**config.mk**
```make
export PLATFORM = sky130hd
export DESIGN_NAME = rdo_sparse_chain
export DESIGN_NICKNAME = d
export VERILOG_FILES = /design/src/rtl/rdo_pkg.sv /design/src/rtl/rdo_rst_sync.sv /design/src/rtl/rdo_row_order.sv /design/src/rtl/rdo_frame_counter.sv /design/src/rtl/rdo_frame_shifter.sv /design/src/rtl/rdo_sparse_chain.sv
export SDC_FILE = /design/constraint.sdc
export NUM_CORES = 1
export LEC_CHECK = 0
export ABC_AREA = 1
export BUFFER_PORTS_ARGS = -buffer_cell sky130_fd_sc_hd__buf_2
export CORE_UTILIZATION = 35
export CTS_CLUSTER_DIAMETER = 120
export DETAILED_ROUTE_END_ITERATION = 8
export HOLD_SLACK_MARGIN = 0.03
export PLACE_DENSITY = 0.58
export SLEW_MARGIN = 40
export SYNTH_ARGS = -nofsm -noshare
export SYNTH_HDL_FRONTEND = slang
export SYNTH_SLANG_ARGS = --single-unit
```
**constraint.sdc**
```tcl
create_clock -name clk -period 2.83 [get_ports clk]
set_input_delay 0.566 -clock clk [delete_from_list [all_inputs] [get_ports clk]]
set_output_delay 0.566 -clock clk [all_outputs]
set_load 0.01 [all_outputs]
```
**src/rtl/rdo_pkg.sv**
```systemverilog
package rdo_pkg;

  typedef enum logic {
    DIR_LEFT  = 1'b0,
    DIR_RIGHT = 1'b1
  } rdo_dir_e;

  // Number of bits a frame occupies, given the sampled hit flag.
  function automatic int unsigned frame_bits(input logic hit,
                                             input int unsigned hdr_w,
                                             input int unsigned full_w);
    return hit ? full_w : hdr_w;
  endfunction

endpackage

```
**src/rtl/rdo_rst_sync.sv**
```systemverilog
module rdo_rst_sync (
  input  logic clk,
  input  logic rst_n,
  output logic rst_n_sync
);

  logic [1:0] sync_q;

  always_ff @(posedge clk or negedge rst_n) begin
    if (!rst_n) begin
      sync_q <= 2'b00;
    end else begin
      sync_q <= {sync_q[0], 1'b1};
    end
  end

  assign rst_n_sync = sync_q[1];

endmodule

```
**src/rtl/rdo_row_order.sv**
```systemverilog
module rdo_row_order #(
  parameter int unsigned HDR_W  = 3,
  parameter int unsigned NUM_CH = 64,
  localparam int unsigned ROW_W   = 2 * HDR_W + NUM_CH,
  localparam int unsigned FRAME_W = HDR_W + NUM_CH
) (
  input  logic [ROW_W-1:0]   row_i,
  input  logic               dir_right_i,
  output logic [FRAME_W-1:0] frame_o,
  output logic               hit_o
);

  logic [FRAME_W-1:0] left_v;
  logic [FRAME_W-1:0] right_v;

  // Bit FRAME_W-1 of each vector is the first to leave the chip.
  for (genvar i = 0; i < FRAME_W; i++) begin : g_order
    assign left_v[FRAME_W-1-i]  = row_i[i];
    assign right_v[FRAME_W-1-i] = row_i[ROW_W-1-i];
  end

  assign frame_o = (dir_right_i == rdo_pkg::DIR_RIGHT) ? right_v : left_v;
  assign hit_o   = frame_o[FRAME_W-HDR_W];

endmodule

```
**src/rtl/rdo_frame_counter.sv**
```systemverilog
module rdo_frame_counter #(
  parameter int unsigned HDR_W   = 3,
  parameter int unsigned FRAME_W = 67,
  localparam int unsigned CNT_W  = $clog2(FRAME_W + 1)
) (
  input  logic             clk,
  input  logic             rst_n,
  input  logic             load_i,
  input  logic             hit_i,
  output logic [CNT_W-1:0] cnt_o,
  output logic             busy_o
);

  logic [CNT_W-1:0] cnt_q;
  logic [CNT_W-1:0] cnt_d;
  logic             cnt_en;

  assign busy_o = (cnt_q != '0);
  assign cnt_en = load_i | busy_o;

  always_comb begin
    cnt_d = cnt_q;
    if (load_i) begin
      cnt_d = CNT_W'(rdo_pkg::frame_bits(hit_i, HDR_W, FRAME_W));
    end else if (busy_o) begin
      cnt_d = cnt_q - 1'b1;
    end
  end

  always_ff @(posedge clk or negedge rst_n) begin
    if (!rst_n) begin
      cnt_q <= '0;
    end else if (cnt_en) begin
      cnt_q <= cnt_d;
    end
  end

  assign cnt_o = cnt_q;

endmodule

```
**src/rtl/rdo_frame_shifter.sv**
```systemverilog
module rdo_frame_shifter #(
  parameter int unsigned FRAME_W = 67
) (
  input  logic               clk,
  input  logic               rst_n,
  input  logic               load_i,
  input  logic               busy_i,
  input  logic [FRAME_W-1:0] frame_i,
  output logic               head_o
);

  logic [FRAME_W-1:0] sr_q;
  logic [FRAME_W-1:0] sr_d;
  logic               sr_en;

  assign sr_en = load_i | busy_i;

  always_comb begin
    sr_d = sr_q;
    if (load_i) begin
      sr_d = frame_i;
    end else if (busy_i) begin
      sr_d = {sr_q[FRAME_W-2:0], 1'b0};
    end
  end

  always_ff @(posedge clk or negedge rst_n) begin
    if (!rst_n) begin
      sr_q <= '0;
    end else if (sr_en) begin
      sr_q <= sr_d;
    end
  end

  assign head_o = sr_q[FRAME_W-1];

endmodule

```
**src/rtl/rdo_sparse_chain.sv**
```systemverilog
module rdo_sparse_chain #(
  parameter int unsigned TAG_W  = 2,
  parameter int unsigned NUM_CH = 64,
  localparam int unsigned HDR_W   = TAG_W + 1,
  localparam int unsigned FRAME_W = HDR_W + NUM_CH,
  localparam int unsigned ROW_W   = 2 * HDR_W + NUM_CH,
  localparam int unsigned CNT_W   = $clog2(FRAME_W + 1)
) (
  input  logic             clk,
  input  logic             rst_n,
  input  logic             load_i,
  input  logic [ROW_W-1:0] row_i,
  input  logic             up_data_i,
  input  logic             dir_right_i,
  input  logic             isolate_i,
  output logic             ser_o
);

  logic               rst_n_sync;
  logic [FRAME_W-1:0] frame;
  logic               hit_sel;
  logic [CNT_W-1:0]   cnt;
  logic               busy;
  logic               head_bit;
  logic               up_gated;

  rdo_rst_sync u_rst (
    .clk        (clk),
    .rst_n      (rst_n),
    .rst_n_sync (rst_n_sync)
  );

  rdo_row_order #(
    .HDR_W  (HDR_W),
    .NUM_CH (NUM_CH)
  ) u_order (
    .row_i       (row_i),
    .dir_right_i (dir_right_i),
    .frame_o     (frame),
    .hit_o       (hit_sel)
  );

  rdo_frame_counter #(
    .HDR_W   (HDR_W),
    .FRAME_W (FRAME_W)
  ) u_cnt (
    .clk    (clk),
    .rst_n  (rst_n_sync),
    .load_i (load_i),
    .hit_i  (hit_sel),
    .cnt_o  (cnt),
    .busy_o (busy)
  );

  rdo_frame_shifter #(
    .FRAME_W (FRAME_W)
  ) u_sr (
    .clk     (clk),
    .rst_n   (rst_n_sync),
    .load_i  (load_i),
    .busy_i  (busy),
    .frame_i (frame),
    .head_o  (head_bit)
  );

  assign up_gated = up_data_i & ~isolate_i;
  assign ser_o    = busy ? head_bit : up_gated;

endmodule

```
==> key figures, run 1 <==
Status
  • Status: finished, final reports clean

Clock tree
  • Skew-Pair Late Insertion Delay: between 0.3 and 0.4 ns
  • CTS tree: done
  • Htree depth: 3
  • Root Driver: clkbuf_16
  • Bufs on Longest Clock Path: 2
  • Clock-pin slew on the worst setup and hold paths: about 0.060 ns
  • Sink Count: 76
  • Post-CTS Setup Inserts: 0
  • CTS Buf Count: 9

Yosys
  • Yosys cell types: 22
  • Syn Area/Cell: 6.568 um2
  • Commonest cells post-synth: 336 x nand2_1, 76 x dfrtp_1, 52 x nor2_1, 48 x o21ai_0, 48 x o21ai_1
  • Post-Synthesis Cells: about 670
  • Sequential-to-total area share from yosys stat: between 40 and 50%
  • Synth Net Count: around 750
  • Yosys warnings: 0
  • Yosys reg bits: 76
  • Area of the mapped netlist: between 4000 and 5000 um2
  • Synth Flop Type: dfrtp_1
  • Synth top area cells: dfrtp_1 43%, nand2_1 28%, o21ai_0 5.4%
  • Synth top area share: a little over two fifths
  • Number of synthesized flops with an enable pin: 0
  • Cell taking the most area after synthesis: dfrtp_1
  • Async S/R FF share, synth: 100.0%
  • Top-count cell post-synth: nand2_1

Route
  • Drt pass-1 iters: 7
  • DRC: 0
  • Final wirelength: 10970 um
  • 1st-iter DRT viols: 257
  • Wire length per cell: around 12 um
  • Routed via count: roughly 4300
  • Detail Route Antenna Nets: 0
  • Drt via density: ~4.8

STA
  • Final hold violations: 0
  • Fmax: about 0.43 GHz
  • Slew Viols, Final: 0
  • Tcrit/Tclk final: between 80 and 90%
  • RSZ-0062 raised after global routing: no
  • Worst slew pin tran: 0.7299 ns
  • Final worst setup slack: 0.5128 ns
  • Final setup fails: 0
  • Min Clock Period, post-route: around 2.3 ns
  • Clock skew: 0.005203 ns
  • Slew HR: just over 50%
  • Setup_tns: 0 ns

GRT
  • Largest net degree at the start of global routing: 70
  • Grt total ovfl: 0
  • Total global-route track usage: about a fifth
  • First-pass GRT wire length: around 19000 um
  • Vias in the first global route: about 4200
  • Antenna violations before repair: 0

Worst setup path
  • Crit path launch: u_cnt.cnt_o[0]
  • Critical R2R Launch: u_cnt.cnt_o[0]
  • R2R cell count: 8
  • CP startpoint kind: flop
  • WP data arrival: 1.75 ns
  • Type of the worst setup path: reg2out
  • Crit end category: output pin
  • Max FO, Critical Path: 6
  • Required time of the critical path: 2.26 ns

Final layout
  • Nets: between 800 and 900
  • Fill cells: between 1000 and 1500
  • Area delta synth->final: 17.44%
  • Layout cell share with drive strength beyond 1: approximately 15%
  • Diode count: 0

Place
  • RePlAce Congestion: roughly 0.73
  • Dpl ws: ~0.85 ns
  • Buffers on Ports: 76
  • Dpl hpwl: approximately 7000 um

Pwr
  • P_leak: 0.002783 uW
  • Power Density: around 620 nW/um2
  • Worst VDD drop: 0.0003549 V

Die
  • CORE AREA: 12160 um2
  • FP Rows: 40
  • Ports: just under 80
  • Die Width: 114.5 um
  • Die Height: 114.5 um
  • Die footprint: approximately 13000 um2
  • Starting density of the core: 36.40%

Min path
  • HP Class: reg2async

Run
  • Max_cap viols: 0
[metal layers]
metal	track usage [%]	routed length [um]	vias up
met2	31.27	5021	100
li1	-	-	2192
met1	23.93	5343	1975
met5	0	0	-
met4	6.494	131	0
met3	3.653	469	10
[report_power, final]
part           leakage (uW)  total, uW  switching (uW)  internal, uW
Combinational       0.00174        726             452           275
Clock              0.000131       1030             425           603
Sequential         0.000916       1450             138          1310
[worst max-delay path, cell delays in order, from the launching register on]
cell	delay, ns
dfrtp_1	0.41
inv_1	0.13
ha_1	0.25
inv_2	0.06
nor2_4	0.13
nand3_4	0.13
o21ai_0	0.16
buf_2	0.15
[worst paths after layout]
path	to	slack, ns
min in group clk	u_rst.sync_q[1]	0.36
max in group asynchronous	u_sr.sr_q[29]	2.02
setup reg to reg	u_sr.sr_q[34]	0.93
hold / removal	u_sr.sr_q[16]	0.15
setup / recovery	ser_o	0.51
hold reg to reg	u_sr.sr_q[16]	0.15
[layout make-up]
class                   count  area, um2  area share (%)
well taps                 168      210.2           4.043
clock inverters             3      15.01          0.2888
inverters                  31      116.4           2.238
clock buffers              11      242.7           4.669
flip-flops and latches     76       1906           36.65
multi-input cells         523       2193           42.19
repair buffers             87      515.5           9.916
[logic make-up (layout without fill, tap and decap cells)]
logic type                 count (synthesis)  in the layout  synth area share [%]
AOI/OAI and AO/OA                         99             99                 11.25
other                                      1              1               0.08471
adders and majority gates                  1              1                0.2826
and+or+nand+nor                          420            420                 37.34
buffers and inverters                     75            132                 7.688
xor gates and xnor gates                   2              2                0.3958
DFF                                       76             76                 42.96
[state kept, by name, indices dropped and copies added, names as in the netlist]
register,cells
u_sr.sr_q,67
u_cnt.cnt_o,7
u_rst.sync_q,2
[what timing repair did]
action / CTS / global route
hold buffers: 1 / 0
endpoints found under the hold margin: 2 / 0
gates resized for setup: 0 / 0
[metrics by stage]
step / cell area, um2 / total power [uW] / hold slack, ns / util [%] / cells
floorplan: 4427 / 1982 / 0.2704 / - / 674
global placement: 4891 / 2173 / 0.3405 / 40.22 / 882
detailed placement: 4931 / 2201 / 0.1507 / 40.55 / 884
CTS: 5199 / 3259 / 0.1542 / 42.75 / 899
global route: 5199 / 3450 / 0.1664 / 42.75 / 899
finish: 5199 / 3203 / 0.1501 / 42.75 / 899
[layout by cell type, fill, tap and decap left out]
cell and instances:
nand3_1 25, a21oi_1 2, buf_12 4, ha_1 1
clkbuf_8 1, o21ai_0 48, conb_1 1, nor2_2 2
clkbuf_16 9, dlygate4sd3_1 1, xor2_1 2, nand2_1 336
buf_4 6, buf_2 76, clkinv_2 3, o21ai_1 48
nand4_1 1, dfrtp_1 75, nor2_4 2, dfrtp_4 1
a21o_1 1, nand3_4 1, clkbuf_1 1, inv_2 3
inv_1 28, nand4_4 1, nor2_1 52
Power figures use the tool's default switching activity.
==> inputs of run 2 (changes only) <==
--- a/config.mk
+++ b/config.mk
@@ -11,7 +11,7 @@
 export CTS_CLUSTER_DIAMETER = 120
 export DETAILED_ROUTE_END_ITERATION = 8
 export HOLD_SLACK_MARGIN = 0.03
-export PLACE_DENSITY = 0.58
+export PLACE_DENSITY = 0.6
 export SLEW_MARGIN = 40
 export SYNTH_ARGS = -nofsm -noshare
 export SYNTH_HDL_FRONTEND = slang
==> constraint.sdc (replaced) <==
create_clock -name clk -period 2.1 [get_ports clk]
set_input_delay 0.42 -clock clk [delete_from_list [all_inputs] [get_ports clk]]
set_output_delay 0.42 -clock clk [all_outputs]
set_load 0.01 [all_outputs]
==> run 2 against run 1 <==
Against the previous run:
- sequential share of layout area fell by 0.73 points
- combinational power up 43%
- wire length is 0.15% higher
- die area did not move
- first-iteration DRC count is 5.8% lower
- clock power increased by 51%
==> key figures, run 2 (synthesis results as in run 1) <==
Min path
  • HP Class: reg2async

Worst setup path
  • CP Buf/Inv Count: 3 (unchanged)
  • Required time of the critical path: 1.68 ns (-0.58 ns)
  • Crit end category: output pin
  • Crit path cell chain: inv_2 > ha_4 > inv_2 > nor2_4 > nand3_4 > o21ai_1 > buf_2
  • Slowest Stage Delay on Critical Path: 0.41 ns (about the same)
  • Type of the worst setup path: reg2out
  • CP startpoint kind: flop
  • WP data arrival: 1.56 ns (-0.19 ns)
  • Max FO, Critical Path: 5 (-1)
  • R2R setup slack: 0.30 ns (-0.63 ns)
  • R2R cell count: 10 (+2)
  • Top Family by Delay on Critical Path: flip-flops
  • Cell mode on critical path: inv_2
  • Crit path depth: 7 (unchanged)
  • CP max-delay cell: dfrtp_1

STA
  • Min Clock Period, post-route: 1.975 ns
  • Final hold violations: 0 (unchanged)
  • Final setup fails: 0 (unchanged)
  • Setup_tns: 0 ns (unchanged)
  • Worst slew pin tran: 0.6385 ns (-0.09137 ns)
  • Fmax: about 0.51 GHz
  • Final worst setup slack: 0.1248 ns (-0.3880 ns)
  • Tcrit/Tclk final: 94.06%
  • Slew Viols, Final: 0 (unchanged)
  • Slew HR: 57.43% (+6.1 points)
  • Clock skew: 0.006303 ns (+0.001100 ns)
  • RSZ-0062 raised after global routing: no

Pwr
  • P_leak: 0.002823 uW (+1.4%)
  • Worst VDD drop: 0.0003390 V (-4.5%)
  • Power Density: 858.1 nW/um2 (+39%)

Clock tree
  • CTS tree: done
  • Sink Count: 76 (unchanged)
  • Skew-Pair Late Insertion Delay: 0.33 ns (about the same)
  • Clock-pin slew on the worst setup and hold paths: 0.06 ns (about the same)
  • Htree depth: 3 (unchanged)
  • Bufs on Longest Clock Path: 2 (unchanged)
  • CTS Buf Count: 9 (unchanged)
  • Root Driver: clkbuf_16

Final layout
  • Nets: 809 (+0.50%)
  • Biggest register: u_sr.sr_q
  • Layout cell share with drive strength beyond 1: 15.88% (+0.96 points)
  • Area delta synth->final: 19.67%
  • Fill cells: 1265 (-1.4%)
  • Diode count: 0 (unchanged)
  • Max reg flops: 67 (unchanged)
  • Most frequent cells in the layout: 336 x nand2_1, 76 x buf_2, 75 x dfrtp_1
  • Most common cell after layout, fill and taps aside: nand2_1

Route
  • Wire length per cell: 12.13 um (-0.52%)
  • Final wirelength: 10980 um (+0.15%)
  • Drt pass-1 iters: 4 (-3)
  • Routed via count: 4324 (+1.1%)
  • DRC: 0 (unchanged)
  • Detail Route Antenna Nets: 0 (unchanged)
  • Drt via density: 4.778 (+0.43%)
  • 1st-iter DRT viols: 242 (-5.8%)

GRT
  • Vias in the first global route: 4270 (+0.99%)
  • Antenna violations before repair: 0 (unchanged)
  • Largest net degree at the start of global routing: 75 (+7.1%)
  • Total global-route track usage: 18.39% (-0.22 points)
  • First-pass GRT wire length: 19360 um (about the same)
  • Grt total ovfl: 0 (unchanged)

Die
  • FP Rows: 40 (unchanged)
  • Die Width: 114.5 um (unchanged)
  • Starting density of the core: 36.40% (unchanged)
  • Die footprint: 13100 um2 (unchanged)
  • Ports: 77 (unchanged)
  • Die Height: 114.5 um (unchanged)
  • CORE AREA: 12160 um2 (unchanged)

Place
  • RePlAce Congestion: 0.7646 (+4.4%)
  • Buffers on Ports: 76 (unchanged)
  • Dpl ws: 0.2636 ns (-0.5862 ns)
  • Dpl hpwl: 7050 um (+2.2%)

Run
  • Max_cap viols: 0 (unchanged)

Status
  • Status: finished, final reports clean
==> run 2: per-layer routing <==
metal | routed length [um] | vias up | share of wire [%] | global-route usage, %
li1 | - | 2201 | - | -
met1 | 5286 | 2005 | 48 | 24.32
met2 | 5041 | 106 | 46 | 30.87
met3 | 497 | 12 | 4.5 | 3.176
met4 | 156 | 0 | 1.4 | 5.455
met5 | 0 | - | 0 | 0
==> run 2: cell type report <==
class | instances | area, um2 | area share (%)
multi-input combinational | 523 | 2206 | 41.64
sequential | 76 | 1903 | 35.92
timing repair buffer | 91 | 558.0 | 10.53
clock buffer | 12 | 256.5 | 4.842
tap | 168 | 210.2 | 3.968
inverter | 31 | 116.4 | 2.197
clock inverter | 4 | 47.55 | 0.8975
==> run 2: what timing repair did <==
item / 4_1_cts / 5_1_grt
pin swaps: 1 / 0
cloned: 0 / 0
hold buffers: 1 / 0
resized for setup: 3 / 1
setup endpoints to repair: 1 / 1
buffers inserted: 0 / 3
endpoints found under the hold margin: 2 / 0
==> run 2: stage by stage <==
step                cell area [um2]  hold WS, ns  std cells  total power (uW)  utilization (%)
detailed placement             4949       0.2061        885              2983            40.69
CTS                            5275       0.3249        902              4591            43.37
global placement               4949       0.2044        885              2946            40.69
floorplan                      4428       0.1244        674              2671                -
global route                   5298       0.3451        905              4866            43.56
finish                         5298       0.2725        905              4546            43.56
==> run 2: path summary, 6_finish.rpt <==
kind                                      start             to
worst max-delay path             u_cnt.cnt_o[0]          ser_o
worst min-delay path            u_rst.sync_q[1]  u_sr.sr_q[10]
worst max register to register   u_cnt.cnt_o[0]  u_sr.sr_q[21]
worst min register to register  u_rst.sync_q[1]  u_sr.sr_q[10]
max in group asynchronous       u_rst.sync_q[1]  u_sr.sr_q[60]
min in group clk                      row_i[66]   u_sr.sr_q[0]
==> run 2: power by group <==
| group | switching (uW) | internal [uW] | leakage, uW | total [uW] |
|---|---|---|---|---|
| Combinational | 638 | 401 | 0.00176 | 1040 |
| Sequential | 183 | 1770 | 0.000916 | 1950 |
| Clock | 577 | 981 | 0.000149 | 1560 |
| Total | 1400 | 3150 | 0.00282 | 4550 |
==> run 2: worst register-to-register path, stage by stage (launching register included) <==
cell and delay [ns]:
dfrtp_1 0.41, inv_2 0.11, ha_4 0.16, inv_2 0.04, nor2_4 0.13, nand3_4 0.11, buf_4 0.16, nor2_4 0.10
buf_4 0.32, nand2_1 0.10, nand2_1 0.09
==> inputs of run 3 (changes only) <==
--- a/config.mk
+++ b/config.mk
@@ -11,7 +11,7 @@
 export CTS_CLUSTER_DIAMETER = 120
 export DETAILED_ROUTE_END_ITERATION = 8
 export HOLD_SLACK_MARGIN = 0.03
-export PLACE_DENSITY = 0.6
+export PLACE_DENSITY_LB_ADDON = 0.2
 export SLEW_MARGIN = 40
 export SYNTH_ARGS = -nofsm -noshare
 export SYNTH_HDL_FRONTEND = slang
==> constraint.sdc (replaced) <==
create_clock -name clk -period 1.64 [get_ports clk]
set_input_delay 0.328 -clock clk [delete_from_list [all_inputs] [get_ports clk]]
set_output_delay 0.328 -clock clk [all_outputs]
set_load 0.01 [all_outputs]
==> run 3 against run 2 <==
Against the previous run:
- the run now ends with setup timing left
- critical endpoint unchanged
- sequential cell count stayed put
- clock skew is 0.0024 ns lower
- utilization is 2.3 points higher
- worst setup slack worse by 0.24 ns
- largest cell class unchanged
- die area stayed put
==> key figures, run 3 (synthesis results as in run 1) <==
Route
  • 1st-iter DRT viols: 270 (+12%)
  • Final wirelength: 12100 um (+10%)
  • DRC: 0 (unchanged)
  • Drt via density: 4.853 (+1.6%)
  • Detail Route Antenna Nets: 0 (unchanged)
  • Wire length per cell: 13.14 um (+8.2%)
  • Routed via count: 4470 (+3.4%)
  • Drt pass-1 iters: 5 (+1)

Worst setup path
  • Required time of the critical path: 1.31 ns (-0.37 ns)
  • Crit path launch: u_cnt.cnt_o[0]
  • Critical R2R Launch: u_cnt.cnt_o[0]
  • Crit path depth: 8 (+1)
  • Slowest Stage Delay on Critical Path: 0.39 ns (-0.02 ns)
  • CP endpoint: ser_o
  • Max FO, Critical Path: 3 (-2)
  • R2R cell count: 12 (+2)
  • Capture point of the worst reg-to-reg path: u_sr.sr_q[26]
  • CP max-delay cell: dfrtp_1
  • R2R setup slack: -0.09 ns (-0.39 ns)
  • Crit path cell chain: inv_2 > ha_4 > inv_2 > nor2_4 > nand3_4 > nand2_2 > o21ai_2 > buf_2
  • Top Family by Delay on Critical Path: flip-flops
  • CP Buf/Inv Count: 3 (unchanged)
  • WP data arrival: 1.43 ns (-0.13 ns)
  • Crit end category: output pin
  • Cell mode on critical path: inv_2
  • CP startpoint kind: flop
  • Type of the worst setup path: reg2out

Pwr
  • Sw Share: 30.75% (about the same)
  • Cell Int Power: 4228 uW (+34%)
  • P_leak: 0.002955 uW (+4.7%)
  • Clock share of power: 33.5% (-0.8 points)
  • Power Density: 1094 nW/um2 (+28%)
  • NetSw: 1878 uW (+34%)
  • Worst VDD drop: 0.0004698 V (+39%)
  • Logic pwr share: 25.6% (+2.7 points)
  • Seq pwr share: 40.9% (-2.0 points)

Status
  • Status: complete, but fails checks
  • Failing checks: setup timing

STA
  • Slew Viols, Final: 0 (unchanged)
  • Final hold violations: 0 (unchanged)
  • Min Clock Period, post-route: approximately 1.8 ns
  • RSZ-0062 raised after global routing: yes
  • Fmax: 0.5686 GHz
  • Final worst setup slack: -0.1186 ns (-0.2434 ns)
  • Setup_tns: -1.629 ns (-1.629 ns)
  • Clock skew: 0.003877 ns (-0.002425 ns)
  • Tcrit/Tclk final: 107.2%
  • Final setup fails: 59 (+59)

Final layout
  • Area delta synth->final: 26.06%
  • Fill cells: 1264 (-0.079%)
  • Biggest register: u_sr.sr_q
  • Most frequent cells in the layout: 335 x nand2_1, 76 x buf_2, 75 x dfrtp_1
  • Register area: 1903 um2 (unchanged)
  • Max reg flops: 67 (unchanged)
  • Most common cell after layout, fill and taps aside: nand2_1
  • Multi-input gate area: 2217 um2 (+0.51%)
  • Final design utilization: 45.88% (+2.3 points)
  • Nets: 826 (+2.1%)
  • Diode count: 0 (unchanged)
  • Layout cell share with drive strength beyond 1: 17.93% (+2.1 points)

Run
  • Max_cap viols: 0 (unchanged)

GRT
  • Largest net degree at the start of global routing: 75 (unchanged)
  • Total global-route track usage: 18.53% (+0.14 points)
  • First-pass GRT wire length: 19500 um (+0.71%)
  • Grt total ovfl: 0 (unchanged)
  • Antenna violations before repair: 1 (+1)
  • Vias in the first global route: 4285 (+0.35%)

Place
  • RePlAce Congestion: 0.7921 (+3.6%)
  • Dpl ws: 0.05278 ns (-0.2108 ns)
  • Buffers on Ports: 76 (unchanged)
  • Dpl hpwl: 7238 um (+2.7%)

Die
  • FP Rows: 40 (unchanged)
  • Starting density of the core: 36.40% (unchanged)
  • Die Width: 114.5 um (unchanged)
  • Ports: 77 (unchanged)
  • Die Height: 114.5 um (unchanged)
  • Die footprint: 13100 um2 (unchanged)
  • CORE AREA: 12160 um2 (unchanged)

Clock tree
  • Root Driver: clkbuf_16
  • Skew-Pair Late Insertion Delay: 0.33 ns (about the same)
  • Htree depth: 3 (unchanged)
  • Sink Count: 76 (unchanged)
  • CTS tree: done
  • Bufs on Longest Clock Path: 2 (unchanged)
  • CTS Buf Count: 9 (unchanged)
  • Clock-pin slew on the worst setup and hold paths: 0.06 ns (about the same)

Min path
  • HP Class: in2reg
-- run 3: final cells by class --
cell class,instances,area share [%]
clock buffers,14,4.910
clock inverters,1,0.5381
inverters,31,2.085
multi-input cells,523,39.73
flip-flops and latches,76,34.10
well taps,168,3.767
repair buffers,108,14.87
-- run 3: how the worst min path moves through the flow --
stage,start,end,cells past startpoint
4_1_cts,row_i[66],u_sr.sr_q[0],3
6_report,row_i[66],u_sr.sr_q[0],3
3_3_place_gp,rst_n,u_rst.sync_q[0],1
2_1_floorplan,rst_n,u_rst.sync_q[0],0
3_5_place_dp,rst_n,u_rst.sync_q[0],1
5_1_grt,row_i[66],u_sr.sr_q[0],3
-- run 3: timing repair --
item,4_1_cts,5_1_grt
setup endpoints to repair,1,56
hold buffers,1,0
gates cloned,0,7
buffers inserted,2,5
hold endpoints to repair,2,0
pin swaps,3,4
resized for setup,5,8
-- run 3: metal layers --
| layer | part of all wire (%) | global-route usage [%] | up-vias |
|---|---|---|---|
| met5 | 0 | 0 | - |
| met4 | 0.97 | 5.541 | 0 |
| met3 | 4.4 | 2.912 | 10 |
| met2 | 46 | 31.47 | 88 |
| met1 | 48 | 24.33 | 2128 |
| li1 | - | - | 2244 |
-- run 3: worst min-delay path, delay by kind of cell --
family | cells | cell delay, ns
AO/OA/AOI/OAI | 2 | 0.12
buffers and inverters | 1 | 0.10
-- run 3: power by group through the flow --
stage                     combinational [uW]  clock, uW  sequential, uW
after detailed placement                1370          0            2510
final                                   1570       2040            2500
after floorplan                          933          0            2490
after CTS                               1420       2090            2490
after global placement                  1340          0            2500
after global routing                    1810       2150            2550
-- run 3: per-stage QoR --
stage	power (uW)	hold WS (ns)	cells	area, um2
global route	6504	0.2731	921	5580
floorplan	3420	0.03241	674	4428
finish	6106	0.2636	921	5580
global placement	3845	0.1142	891	5006
detailed placement	3884	0.1159	891	5006
CTS	5994	0.2563	909	5348
